[config.mk]
export PLATFORM = sky130hd
export DESIGN_NAME = sync_shift_port
export DESIGN_NICKNAME = d
export VERILOG_FILES = /design/src/rtl/shp_pkg.sv /design/src/rtl/shp_baud.sv /design/src/rtl/shp_shift.sv /design/src/rtl/shp_ctrl.sv /design/src/rtl/sync_shift_port.sv
export SDC_FILE = /design/constraint.sdc
export NUM_CORES = 1
export LEC_CHECK = 0
export ABC_CLOCK_PERIOD_IN_PS = 4800
export BUFFER_PORTS_ARGS = -buffer_cell sky130_fd_sc_hd__buf_4
export CORE_ASPECT_RATIO = 0.5
export CORE_MARGIN = 2
export CORE_UTILIZATION = 35
export DETAILED_ROUTE_END_ITERATION = 10
export GPL_ROUTABILITY_DRIVEN = 0
export PLACE_DENSITY = 0.64
export SETUP_SLACK_MARGIN = 0.15
export SLEW_MARGIN = 40
export SYNTH_ARGS = -nofsm -noshare
export SYNTH_HDL_FRONTEND = slang
export SYNTH_SLANG_ARGS = --single-unit
[constraint.sdc]
create_clock -name clk -period 4.8 [get_ports clk]
set_input_delay 0.48 -clock clk [delete_from_list [all_inputs] [get_ports clk]]
set_output_delay 0.48 -clock clk [all_outputs]
set_load 0.1 [all_outputs]
[src/rtl/shp_pkg.sv]
package shp_pkg;

  typedef enum logic [1:0] {
    MODE_IDLE = 2'd0,
    MODE_TX   = 2'd1,
    MODE_RX   = 2'd2
  } shp_mode_e;

  localparam logic SEL_DATA = 1'b0;
  localparam logic SEL_CTRL = 1'b1;

  localparam int CTRL_W     = 4;
  localparam int CB_RX_DONE = 0;
  localparam int CB_TX_DONE = 1;
  localparam int CB_RX_EN   = 2;
  localparam int CB_IRQ_EN  = 3;

endpackage

[src/rtl/shp_baud.sv]
module shp_baud #(
  parameter int CLK_DIV = 12
) (
  input  logic clk,
  input  logic rst,
  input  logic start_i,
  input  logic active_i,
  input  logic hold_high_i,
  output logic rise_stb_o,
  output logic bit_end_o,
  output logic sclk_o
);

  localparam int CW = $clog2(CLK_DIV);
  localparam int HALF = CLK_DIV / 2;
  localparam logic [CW-1:0] HALF_M1 = CW'(HALF - 1);
  localparam logic [CW-1:0] FULL_M1 = CW'(CLK_DIV - 1);

  logic [CW-1:0] cnt_q;
  logic          sclk_q;

  always_ff @(posedge clk) begin
    if (rst) begin
      cnt_q <= '0;
    end else if (start_i) begin
      cnt_q <= '0;
    end else if (active_i) begin
      if (cnt_q == FULL_M1) cnt_q <= '0;
      else                  cnt_q <= cnt_q + 1'b1;
    end
  end

  assign rise_stb_o = active_i && (cnt_q == HALF_M1);
  assign bit_end_o  = active_i && (cnt_q == FULL_M1);

  always_ff @(posedge clk) begin
    if (rst) begin
      sclk_q <= 1'b1;
    end else if (start_i) begin
      sclk_q <= 1'b0;
    end else if (rise_stb_o) begin
      sclk_q <= 1'b1;
    end else if (bit_end_o && !hold_high_i) begin
      sclk_q <= 1'b0;
    end
  end

  assign sclk_o = sclk_q;

  AST_SCLK_FALLS_ON_START: assert property (@(posedge clk) disable iff (rst) start_i |=> !sclk_o);
  AST_SCLK_HIGH_AFTER_RISE: assert property (@(posedge clk) disable iff (rst) rise_stb_o |=> sclk_o);

endmodule

[src/rtl/shp_shift.sv]
module shp_shift #(
  parameter int DATA_W      = 8,
  parameter int SYNC_STAGES = 2
) (
  input  logic              clk,
  input  logic              rst,
  input  logic              start_tx_i,
  input  logic              start_rx_i,
  input  logic [DATA_W-1:0] load_val_i,
  input  logic              tx_active_i,
  input  logic              rx_active_i,
  input  logic              rise_stb_i,
  input  logic              bit_end_i,
  input  logic              last_bit_i,
  input  logic              done_i,
  input  logic              sda_i,
  output logic              drive_low_o,
  output logic [DATA_W-1:0] shreg_o
);

  logic [SYNC_STAGES-1:0] sync_q;
  logic [DATA_W-1:0]      sh_q;
  logic                   drv_q;
  logic                   sda_s;

  always_ff @(posedge clk) begin
    if (rst) sync_q[0] <= 1'b1;
    else     sync_q[0] <= sda_i;
  end

  generate
    for (genvar g = 1; g < SYNC_STAGES; g++) begin : g_sync
      always_ff @(posedge clk) begin
        if (rst) sync_q[g] <= 1'b1;
        else     sync_q[g] <= sync_q[g-1];
      end
    end
  endgenerate

  assign sda_s = sync_q[SYNC_STAGES-1];

  always_ff @(posedge clk) begin
    if (rst) begin
      sh_q <= '0;
    end else if (start_tx_i) begin
      sh_q <= load_val_i;
    end else if (start_rx_i) begin
      sh_q <= '0;
    end else if (rx_active_i && rise_stb_i) begin
      sh_q <= {sda_s, sh_q[DATA_W-1:1]};
    end else if (tx_active_i && bit_end_i && !last_bit_i) begin
      sh_q <= {1'b0, sh_q[DATA_W-1:1]};
    end
  end

  always_ff @(posedge clk) begin
    if (rst) begin
      drv_q <= 1'b0;
    end else if (start_tx_i) begin
      drv_q <= ~load_val_i[0];
    end else if (start_rx_i || done_i) begin
      drv_q <= 1'b0;
    end else if (tx_active_i && bit_end_i) begin
      drv_q <= ~sh_q[1];
    end
  end

  assign drive_low_o = drv_q;
  assign shreg_o     = sh_q;

  AST_RELEASED_IN_RX: assert property (@(posedge clk) disable iff (rst) rx_active_i |-> !drive_low_o);
  AST_RX_SHIFT_IN: assert property (@(posedge clk) disable iff (rst) (rx_active_i && rise_stb_i) |=> (shreg_o[DATA_W-1] == $past(sda_s)));

endmodule

[src/rtl/shp_ctrl.sv]
module shp_ctrl
  import shp_pkg::*;
#(
  parameter int DATA_W = 8
) (
  input  logic              clk,
  input  logic              rst,
  input  logic              data_wr_i,
  input  logic              ctrl_wr_i,
  input  logic [CTRL_W-1:0] ctrl_bits_i,
  input  logic              rise_stb_i,
  input  logic              bit_end_i,
  input  logic [DATA_W-1:0] shreg_i,
  output logic              start_tx_o,
  output logic              start_rx_o,
  output logic              idle_o,
  output logic              tx_active_o,
  output logic              rx_active_o,
  output logic              last_bit_o,
  output logic              done_o,
  output logic              tx_done_o,
  output logic              rx_done_o,
  output logic              irq_o,
  output logic [DATA_W-1:0] rx_data_o
);

  localparam int BW = (DATA_W > 1) ? $clog2(DATA_W) : 1;
  localparam logic [BW-1:0] LAST_BIT = BW'(DATA_W - 1);

  shp_mode_e         mode_q;
  logic [BW-1:0]     bit_q;
  logic              rx_last_q;
  logic              tx_done_q, rx_done_q, rx_en_q, irq_en_q, irq_q;
  logic              tx_done_n, rx_done_n, rx_en_n, irq_en_n;
  logic [DATA_W-1:0] rx_data_q;
  logic              tx_fin, rx_fin;

  assign idle_o      = (mode_q == MODE_IDLE);
  assign tx_active_o = (mode_q == MODE_TX);
  assign rx_active_o = (mode_q == MODE_RX);
  assign last_bit_o  = (bit_q == LAST_BIT);

  // a buffer write outranks a pending receive in the same idle cycle
  assign start_tx_o = idle_o && data_wr_i;
  assign start_rx_o = idle_o && !data_wr_i && rx_en_q && !rx_done_q;

  assign tx_fin = tx_active_o && bit_end_i && last_bit_o;
  assign rx_fin = rx_active_o && rx_last_q;
  assign done_o = tx_fin || rx_fin;

  always_ff @(posedge clk) begin
    if (rst) begin
      mode_q <= MODE_IDLE;
    end else if (start_tx_o) begin
      mode_q <= MODE_TX;
    end else if (start_rx_o) begin
      mode_q <= MODE_RX;
    end else if (done_o) begin
      mode_q <= MODE_IDLE;
    end
  end

  always_ff @(posedge clk) begin
    if (rst) begin
      bit_q <= '0;
    end else if (start_tx_o || start_rx_o) begin
      bit_q <= '0;
    end else if (!idle_o && bit_end_i && !last_bit_o) begin
      bit_q <= bit_q + 1'b1;
    end
  end

  always_ff @(posedge clk) begin
    if (rst) begin
      rx_last_q <= 1'b0;
    end else if (start_rx_o || rx_fin) begin
      rx_last_q <= 1'b0;
    end else if (rx_active_o && rise_stb_i && last_bit_o) begin
      rx_last_q <= 1'b1;
    end
  end

  always_comb begin
    tx_done_n = tx_done_q;
    rx_done_n = rx_done_q;
    rx_en_n   = rx_en_q;
    irq_en_n  = irq_en_q;
    if (ctrl_wr_i) begin
      if (!ctrl_bits_i[CB_TX_DONE]) tx_done_n = 1'b0;
      if (!ctrl_bits_i[CB_RX_DONE]) rx_done_n = 1'b0;
      rx_en_n  = ctrl_bits_i[CB_RX_EN];
      irq_en_n = ctrl_bits_i[CB_IRQ_EN];
    end
    if (tx_fin) tx_done_n = 1'b1;
    if (rx_fin) rx_done_n = 1'b1;
  end

  always_ff @(posedge clk) begin
    if (rst) begin
      tx_done_q <= 1'b0;
      rx_done_q <= 1'b0;
      rx_en_q   <= 1'b0;
      irq_en_q  <= 1'b0;
      irq_q     <= 1'b0;
    end else begin
      tx_done_q <= tx_done_n;
      rx_done_q <= rx_done_n;
      rx_en_q   <= rx_en_n;
      irq_en_q  <= irq_en_n;
      irq_q     <= irq_en_n && (tx_done_n || rx_done_n);
    end
  end

  always_ff @(posedge clk) begin
    if (rst)         rx_data_q <= '0;
    else if (rx_fin) rx_data_q <= shreg_i;
  end

  assign tx_done_o = tx_done_q;
  assign rx_done_o = rx_done_q;
  assign irq_o     = irq_q;
  assign rx_data_o = rx_data_q;

  AST_TX_DONE_FROM_TX: assert property (@(posedge clk) disable iff (rst) $rose(tx_done_q) |-> ($past(mode_q) == MODE_TX));
  AST_NO_RX_WHILE_DONE: assert property (@(posedge clk) disable iff (rst) (idle_o && rx_done_q) |=> (mode_q != MODE_RX));
  AST_RX_DATA_STABLE: assert property (@(posedge clk) disable iff (rst) (rx_done_q && $past(rx_done_q)) |-> $stable(rx_data_q));
  AST_BUSY_WRITE_IGNORED: assert property (@(posedge clk) disable iff (rst) (rx_active_o && !rx_fin && data_wr_i) |=> (mode_q == MODE_RX));
  AST_TX_WINS: assert property (@(posedge clk) disable iff (rst) (idle_o && data_wr_i) |=> (mode_q == MODE_TX));
  AST_IRQ_MATCH: assert property (@(posedge clk) disable iff (rst) irq_q == (irq_en_q && (tx_done_q || rx_done_q)));

endmodule

[src/rtl/sync_shift_port.sv]
module sync_shift_port
  import shp_pkg::*;
#(
  parameter int DATA_W      = 8,
  parameter int CLK_DIV     = 12,
  parameter int SYNC_STAGES = 2
) (
  input  logic              clk,
  input  logic              rst,
  input  logic              wr_en_i,
  input  logic              wr_sel_i,
  input  logic [DATA_W-1:0] wr_data_i,
  output logic              sclk_o,
  output logic              sda_drive_low_o,
  input  logic              sda_i,
  output logic [DATA_W-1:0] rx_data_o,
  output logic              tx_done_o,
  output logic              rx_done_o,
  output logic              irq_o
);

  initial begin
    if (DATA_W < CTRL_W) $error("DATA_W must hold the control word");
    if (CLK_DIV < 4 || (CLK_DIV % 2) != 0) $error("CLK_DIV must be even and at least 4");
    if (SYNC_STAGES < 1 || SYNC_STAGES > (CLK_DIV / 2) - 2) $error("SYNC_STAGES out of range");
  end

  logic data_wr, ctrl_wr;
  logic start_tx, start_rx, idle, tx_active, rx_active, last_bit, done;
  logic rise_stb, bit_end;
  logic [DATA_W-1:0] shreg;

  assign data_wr = wr_en_i && (wr_sel_i == SEL_DATA);
  assign ctrl_wr = wr_en_i && (wr_sel_i == SEL_CTRL);

  shp_ctrl #(.DATA_W(DATA_W)) ctrl_i (
    .clk         (clk),
    .rst         (rst),
    .data_wr_i   (data_wr),
    .ctrl_wr_i   (ctrl_wr),
    .ctrl_bits_i (wr_data_i[CTRL_W-1:0]),
    .rise_stb_i  (rise_stb),
    .bit_end_i   (bit_end),
    .shreg_i     (shreg),
    .start_tx_o  (start_tx),
    .start_rx_o  (start_rx),
    .idle_o      (idle),
    .tx_active_o (tx_active),
    .rx_active_o (rx_active),
    .last_bit_o  (last_bit),
    .done_o      (done),
    .tx_done_o   (tx_done_o),
    .rx_done_o   (rx_done_o),
    .irq_o       (irq_o),
    .rx_data_o   (rx_data_o)
  );

  shp_baud #(.CLK_DIV(CLK_DIV)) baud_i (
    .clk         (clk),
    .rst         (rst),
    .start_i     (start_tx || start_rx),
    .active_i    (!idle),
    .hold_high_i (tx_active && last_bit),
    .rise_stb_o  (rise_stb),
    .bit_end_o   (bit_end),
    .sclk_o      (sclk_o)
  );

  shp_shift #(.DATA_W(DATA_W), .SYNC_STAGES(SYNC_STAGES)) shift_i (
    .clk         (clk),
    .rst         (rst),
    .start_tx_i  (start_tx),
    .start_rx_i  (start_rx),
    .load_val_i  (wr_data_i),
    .tx_active_i (tx_active),
    .rx_active_i (rx_active),
    .rise_stb_i  (rise_stb),
    .bit_end_i   (bit_end),
    .last_bit_i  (last_bit),
    .done_i      (done),
    .sda_i       (sda_i),
    .drive_low_o (sda_drive_low_o),
    .shreg_o     (shreg)
  );

  AST_SCLK_IDLE_HIGH: assert property (@(posedge clk) disable iff (rst) idle |-> sclk_o);
  AST_PIN_RELEASED_IDLE: assert property (@(posedge clk) disable iff (rst) idle |-> !sda_drive_low_o);

endmodule

* Word-level counts from Yosys, hierarchy flattened
Index checks and enable logic that the tools add are counted.
** Storage, ports and cells
- Register bits after elaboration :: 35
- Latch bits :: 0
- RAM bits :: 0
- Memory bits (read-only) :: 0
- Bits of input ports :: 13
- Word-level logic and storage cells :: 85
- Memories kept :: 0
** Cells by class
- $add $sub $neg :: 2
- Multiply operators :: 0
- Divide/modulo/power cells :: 0
- Magnitude comparators :: 0
- Equal/unequal tests :: 5
- Shift-type cells :: 0
- Muxes and demuxes :: 21
- Bitwise gates (word level) :: 3
- Reduce and logical (&&, ||, !) cells :: 38
** Operators with widths (number)
- two-way mux 8 bit :: 4
- logical AND 1 bit :: 19
- two-way mux 1 bit :: 14
- nonzero test 3 bit :: 3
- OR reduction 2 bit :: 3
- logical NOT 1 bit :: 5
- logical OR 1 bit :: 5
- adder 4 x 1 -> 4 bit (second input constant) :: 1
- equality test 4 x 3 -> 1 bit (second input constant) :: 1
- equality test 4 bit (second input constant) :: 1
- two-way mux 2 bit :: 2
- two-way mux 4 bit :: 1
- nonzero test 4 bit :: 1
- adder 3 x 1 -> 3 bit (second input constant) :: 1
- equality test 3 bit (second input constant) :: 1
- inverter 1 bit :: 3
- equality test 2 x 1 -> 1 bit (second input constant) :: 1
- equality test 2 bit (second input constant) :: 1
- logical NOT 2 bit :: 1
- nonzero test 2 bit :: 1

* Logic depth before layout (Yosys ltp)
- Depth after elaboration :: 9
- Gate-level depth with buffers :: 7
- Depth with buffers taken out :: 6

* By module
From an unflattened synthesis, not the netlist that was laid out.
** Second synthesis, totals
- Cells, all modules :: 178
- Area total of the unflattened synthesis :: 1629.1 um^2
** By module, submodules not included
- shp_ctrl :: times used 1, cells each 84, area each 807.0 um^2, seq. area each 380.4 um^2
- shp_shift :: times used 1, cells each 62, area each 549.3 um^2, seq. area each 220.2 um^2
- shp_baud :: times used 1, cells each 27, area each 240.2 um^2, seq. area each 100.1 um^2
- sync_shift_port :: times used 1, cells each 5, area each 32.5 um^2, seq. area each 0.0 um^2

* Least setup slack after synthesis
OpenSTA, ideal clock, no wires.
- Path kind :: register -> register
- Start point :: register ctrl_i.rx_done_q, in the netlist ctrl_i.rx_done_o
- End point :: register shift_i.sh_q[0], in the netlist shift_i.shreg_o[0]
- Arrival time :: 1.994 ns
- Data required time :: 4.734 ns
- Slack :: 2.740 ns
- Cell stages (with the launch flop) :: 6
- Period minus slack after synthesis :: 2.060 ns
- Cells stage by stage :: dfxtp_1 -> nor2b_1 -> o21a_1 -> or3_1 -> buf_6 -> a21oi_2
** Between the ends
- Cells in the longest elaborated chain, start to end :: 4
** Ends and longest elaborated chain
- from (decl) :: line shp_ctrl.sv:33 : logic tx_done_q, rx_done_q, rx_en_q, irq_en_q, irq_q;
- from (signal assigned) :: line shp_ctrl.sv:107 : rx_done_q <= rx_done_n;
- logical NOT 1 bit * :: line shp_ctrl.sv:45 : assign start_rx_o = idle_o && !data_wr_i && rx_en_q && !rx_done_q;
- logical AND 1 bit * :: line shp_ctrl.sv:45
- two-way mux 8 bit :: line shp_shift.sv:47 : end else if (start_rx_i) begin
- two-way mux 8 bit :: line shp_shift.sv:45 : end else if (start_tx_i) begin
- to (signal assigned) :: line shp_shift.sv:46 : sh_q <= load_val_i;
- to (signal assigned) :: line shp_shift.sv:50 : sh_q <= {sda_s, sh_q[DATA_W-1:1]};
- to (signal assigned) :: line shp_shift.sv:52 : sh_q <= {1'b0, sh_q[DATA_W-1:1]};
- to (decl) :: line shp_shift.sv:22 : logic [DATA_W-1:0] sh_q;
Mark *: on every way between the ends. The rest lies on a longest branch, timed or not.
A chain may end at the register's enable or synchronous reset.

* Worst setup path in the final report
- Start point :: register ctrl_i.bit_q[0]
- End point :: register shift_i.sh_q[7], in the netlist shift_i.shreg_o[7]
** Between the ends
- Cells in the longest elaborated chain, start to end :: 4
** Ends and longest elaborated chain
- from (decl) :: line shp_ctrl.sv:31 : logic [BW-1:0] bit_q;
- from (signal assigned) :: line shp_ctrl.sv:69 : bit_q <= bit_q + 1'b1;
- equality test 3 bit :: line shp_ctrl.sv:41 : assign last_bit_o = (bit_q == LAST_BIT);
- logical NOT 1 bit :: line shp_shift.sv:51 : end else if (tx_active_i && bit_end_i && !last_bit_i) begin
- logical AND 1 bit :: line shp_shift.sv:51
- nonzero test 4 bit (no line)
Every way passes these cells.

==> summary.md <==
| Metric | Value |
|---|---|
| Status | `completed` |
| Die area | `0.00509 sq mm` |
| Synthesized area | `0.00158 sq mm` |
| Hold Crit Class | `input pin to flop` |
| Total number of yosys warnings | `0` |
| Peak Freq | `510 MHz` |
| Root Driver | `clkbuf_8` |
| Worst-path clk slew | `0.07 ns` |
| DP Cell Count | `236` |
| Setup Fix Bufs, Post-CTS | `0` |
| Hold buffers post-CTS | `0` |
| Buf+Inv Stages, Crit Path | `0` |
| Slowest Stage Delay on Critical Path | `0.50 ns` |
| Worst-Margin Slew | `0.652 ns` |
| Crit path cell chain | `ha_1, ha_1, nor4b_4, or3_1, o22ai_2` |
| Avg Inst Size Synth | `9.73 sq um` |
| LEAKAGE | `0.784 nW` |
| Cells on worst reg2reg path | `5` |
| Delay-heaviest family, CP | `simple AND/OR/NAND/NOR gates` |
| Initial drt markers | `53` |
| Initial antenna violation count | `0` |
| Initial core utilization | `36.2%` |
| Boundary pin count | `26` |
| GRT busiest layer | `met2` |
| Die height | `51.5 um` |
| ANT nets after route | `0` |
| PwrDens | `316 mW/mm^2` |
| Setup TNS | `0 ns` |
| Power, Total | `0.000593 W` |
| Commonest non-fill, non-tap cell in the layout | `dfxtp_1` |
| Max cap viols | `0` |
| Synth Area in XOR/XNOR | `0.556%` |
| Crit-path slowest cell | `nor4b_4` |
| Core footprint | `0.00436 sq mm` |
| DRC | `0` |
| Setup violations, final | `0` |
| RSZ-0062 raised after global routing | `no` |
| Final #Nets | `203` |
| Design Area, Final | `0.00188 sq mm` |
| Buffers added on ports | `25` |
| Via count | `1253` |
| CTS tree | `done` |
| Clk Latency, worst-skew pair | `0.28 ns` |
| Compound-gate portion of the synthesized area | `21.4%` |
| Site row count | `17` |
| VDD IR max | `116 uV` |
| Hold Vio Cnt, Final | `0` |
| Flops & latches, synth | `35` |
| Clock Tree Buf Depth | `2` |
| Mux contribution to synthesized area | `6.98%` |
| Gate Count Post-Synth | `162` |
| Met3 Track Usage GR | `5.06%` |
| Grt total ovfl | `0` |
| Crit path depth | `5` |
| Worst Path Class, Setup | `flop to flop` |
| Period minus WS final | `1.96 ns` |
| CTS sink cnt | `35` |
| Hold EP | `shift_i.sync_q[0]` |
| CP Max Fanout | `8` |
| First-pass GRT wire length | `5540 um` |
| Hold Path Depth | `2` |
| # diodes | `0` |
| Worst reg2reg path startpoint | `ctrl_i.bit_q[0]` |
| Share of cells above drive strength 1 | `26.3%` |
| PostCTS Resize Cnt | `0` |
| Final WL | `3190 um` |
| Overall Global Routing Usage | `13.9%` |
| Largest net degree at the start of global routing | `21` |
| Wirelength per Cell | `13.1 um` |
| Die span in x | `98.9 um` |
| Vias in the first global route | `1176` |
| Syn Nets | `179` |
| Post-Synth Simple-Gate Area | `20.0%` |
| Register area share after synthesis | `44.4%` |
| Endpoint type of the worst setup path | `flop` |
| Rel. slew slack | `56.4%` |
| H-tree depth | `2` |
| Vias/cell | `5.16` |
| Main combinational cell family by area after synthesis | `compound AO/OA/AOI/OAI gates` |
| Area Overhead vs Synth | `19.3%` |
| HP Start | `sda_i` |
| Most used cell, CP | `ha_1` |
| Fin. max-slew vios | `0` |
| First-pass DRT Iterations | `4` |
| Adder-cell share of the synthesized area | `3.17%` |
| WP data arrival | `2.12 ns` |
| Grt met2 use | `22.0%` |
| Critical R2R Capture | `shift_i.shreg_o[7]` |
| Period utilization | `40.9%` |
| Grt met1 use | `18.1%` |
| Netlist cell types | `37` |
| Clock skew | `0.00400 ns` |
| R2R setup slack | `2.84 ns` |
| Hpwl dp | `2330 um` |
| Most frequent cells in the layout | `dfxtp_1, buf_4, nor2_1, nand2_1, mux2i_1` |
| Final Non-Filler Cells | `243` |
| Fin util | `43.1%` |
| Required @ worst endpoint | `4.96 ns` |
| CP Launch Type | `flop` |
| Post-DP Area | `0.00179 sq mm` |
| CTS buffer count | `5` |
-- final cells by class --
| class | instances | area [sq um] |
|---|---|---|
| multi-input cells | 116 | 822 |
| repair buffers | 25 | 188 |
| clock inverters | 1 | 5.00 |
| flip-flops and latches | 35 | 701 |
| fillers | 431 | 2480 |
| inverters | 3 | 11.3 |
| clock buffers | 6 | 82.6 |
| well taps | 57 | 71.3 |
-- sequential cells by signal (all words and copies together), names as in the netlist --
| name | flops |
|---|---|
| ctrl_i.mode_q | 2 |
| ctrl_i.rx_done_o | 1 |
| ctrl_i.tx_done_o | 1 |
| ctrl_i.bit_q | 3 |
| shift_i.shreg_o | 8 |
| ctrl_i.rx_last_q | 1 |
| shift_i.sda_s | 1 |
| ctrl_i.irq_o | 1 |
| shift_i.sync_q | 1 |
| ctrl_i.irq_en_q | 1 |
| ctrl_i.rx_data_o | 8 |
| baud_i.cnt_q | 4 |
| shift_i.drive_low_o | 1 |
| ctrl_i.rx_en_q | 1 |
| baud_i.sclk_o | 1 |
-- cell usage after synthesis --
cell type  count  share of area (%)
nand3b_4       1                1.3
o221ai_1       1               0.56
buf_6          1               0.71
o2111a_1       1               0.71
o21ai_0        3               0.95
dfxtp_1       35                 44
nor2_1        18                4.3
o41ai_1        7                3.9
nor2b_1        2               0.79
or2_2          3                1.2
inv_1          3               0.71
a22oi_1        8                3.8
a211oi_1       1               0.48
and2_1         3                1.2
nor3b_1        1               0.48
or3_1          3                1.2
a21boi_0       1               0.48
ha_1           4                3.2
clkbuf_1       3               0.71
o32ai_1        1               0.56
o31ai_1        2               0.95
xnor2_1        1               0.56
nand2_1       13                3.1
a21oi_1        9                2.9
a21oi_2        7                3.9
o21a_1         2               0.95
o22ai_2        1               0.79
nor4b_4        2                3.0
o21ai_2        1               0.56
mux2i_1       11                7.0
nand3b_1       1               0.48
nor2_2         1               0.40
nor3_1         3               0.95
nor3_2         1               0.63
buf_2          4                1.3
nand3_1        2               0.63
nand2b_1       1               0.40
-- stage by stage --
stage | setup WS (ns) | hold WS, ns
2_1_floorplan | 2.74 | 0.389
6_report | 2.84 | 0.382
5_1_grt | 2.71 | 0.378
3_3_place_gp | 2.94 | 0.393
3_5_place_dp | 2.88 | 0.400
4_1_cts | 2.87 | 0.373
-- worst max-delay path by stage --
stage / endpoint / from
after floorplan: shift_i.shreg_o[0] / ctrl_i.rx_done_o
after global placement: shift_i.shreg_o[7] / ctrl_i.bit_q[0]
after detailed placement: shift_i.shreg_o[7] / ctrl_i.bit_q[0]
after CTS: shift_i.shreg_o[7] / ctrl_i.bit_q[0]
after global routing: shift_i.shreg_o[7] / ctrl_i.bit_q[0]
final: shift_i.shreg_o[7] / ctrl_i.bit_q[0]
-- kinds of logic after synthesis --
family,Yosys count
DFF,35
xor gates and xnor gates,1
adders and majority gates,4
buffers and inverters,11
AOI/OAI and AO/OA,45
muxes,11
and+or+nand+nor,55
-- report_power, final --
part / total [W] / switching (W) / internal, W / leakage (nW)
logic: 0.0000710 / 0.0000434 / 0.0000276 / 0.452
registers: 0.000313 / 0.0000107 / 0.000302 / 0.285
clock network: 0.000210 / 0.0000974 / 0.000112 / 0.0470
total: 0.000593 / 0.000151 / 0.000442 / 0.784
-- per-layer routing --
metal	up-vias	wire length [um]
li1	643	-
met1	587	1640
met2	21	1420
met3	2	117
met4	0	19
met5	-	0
(Power assumes the default switching activity.)
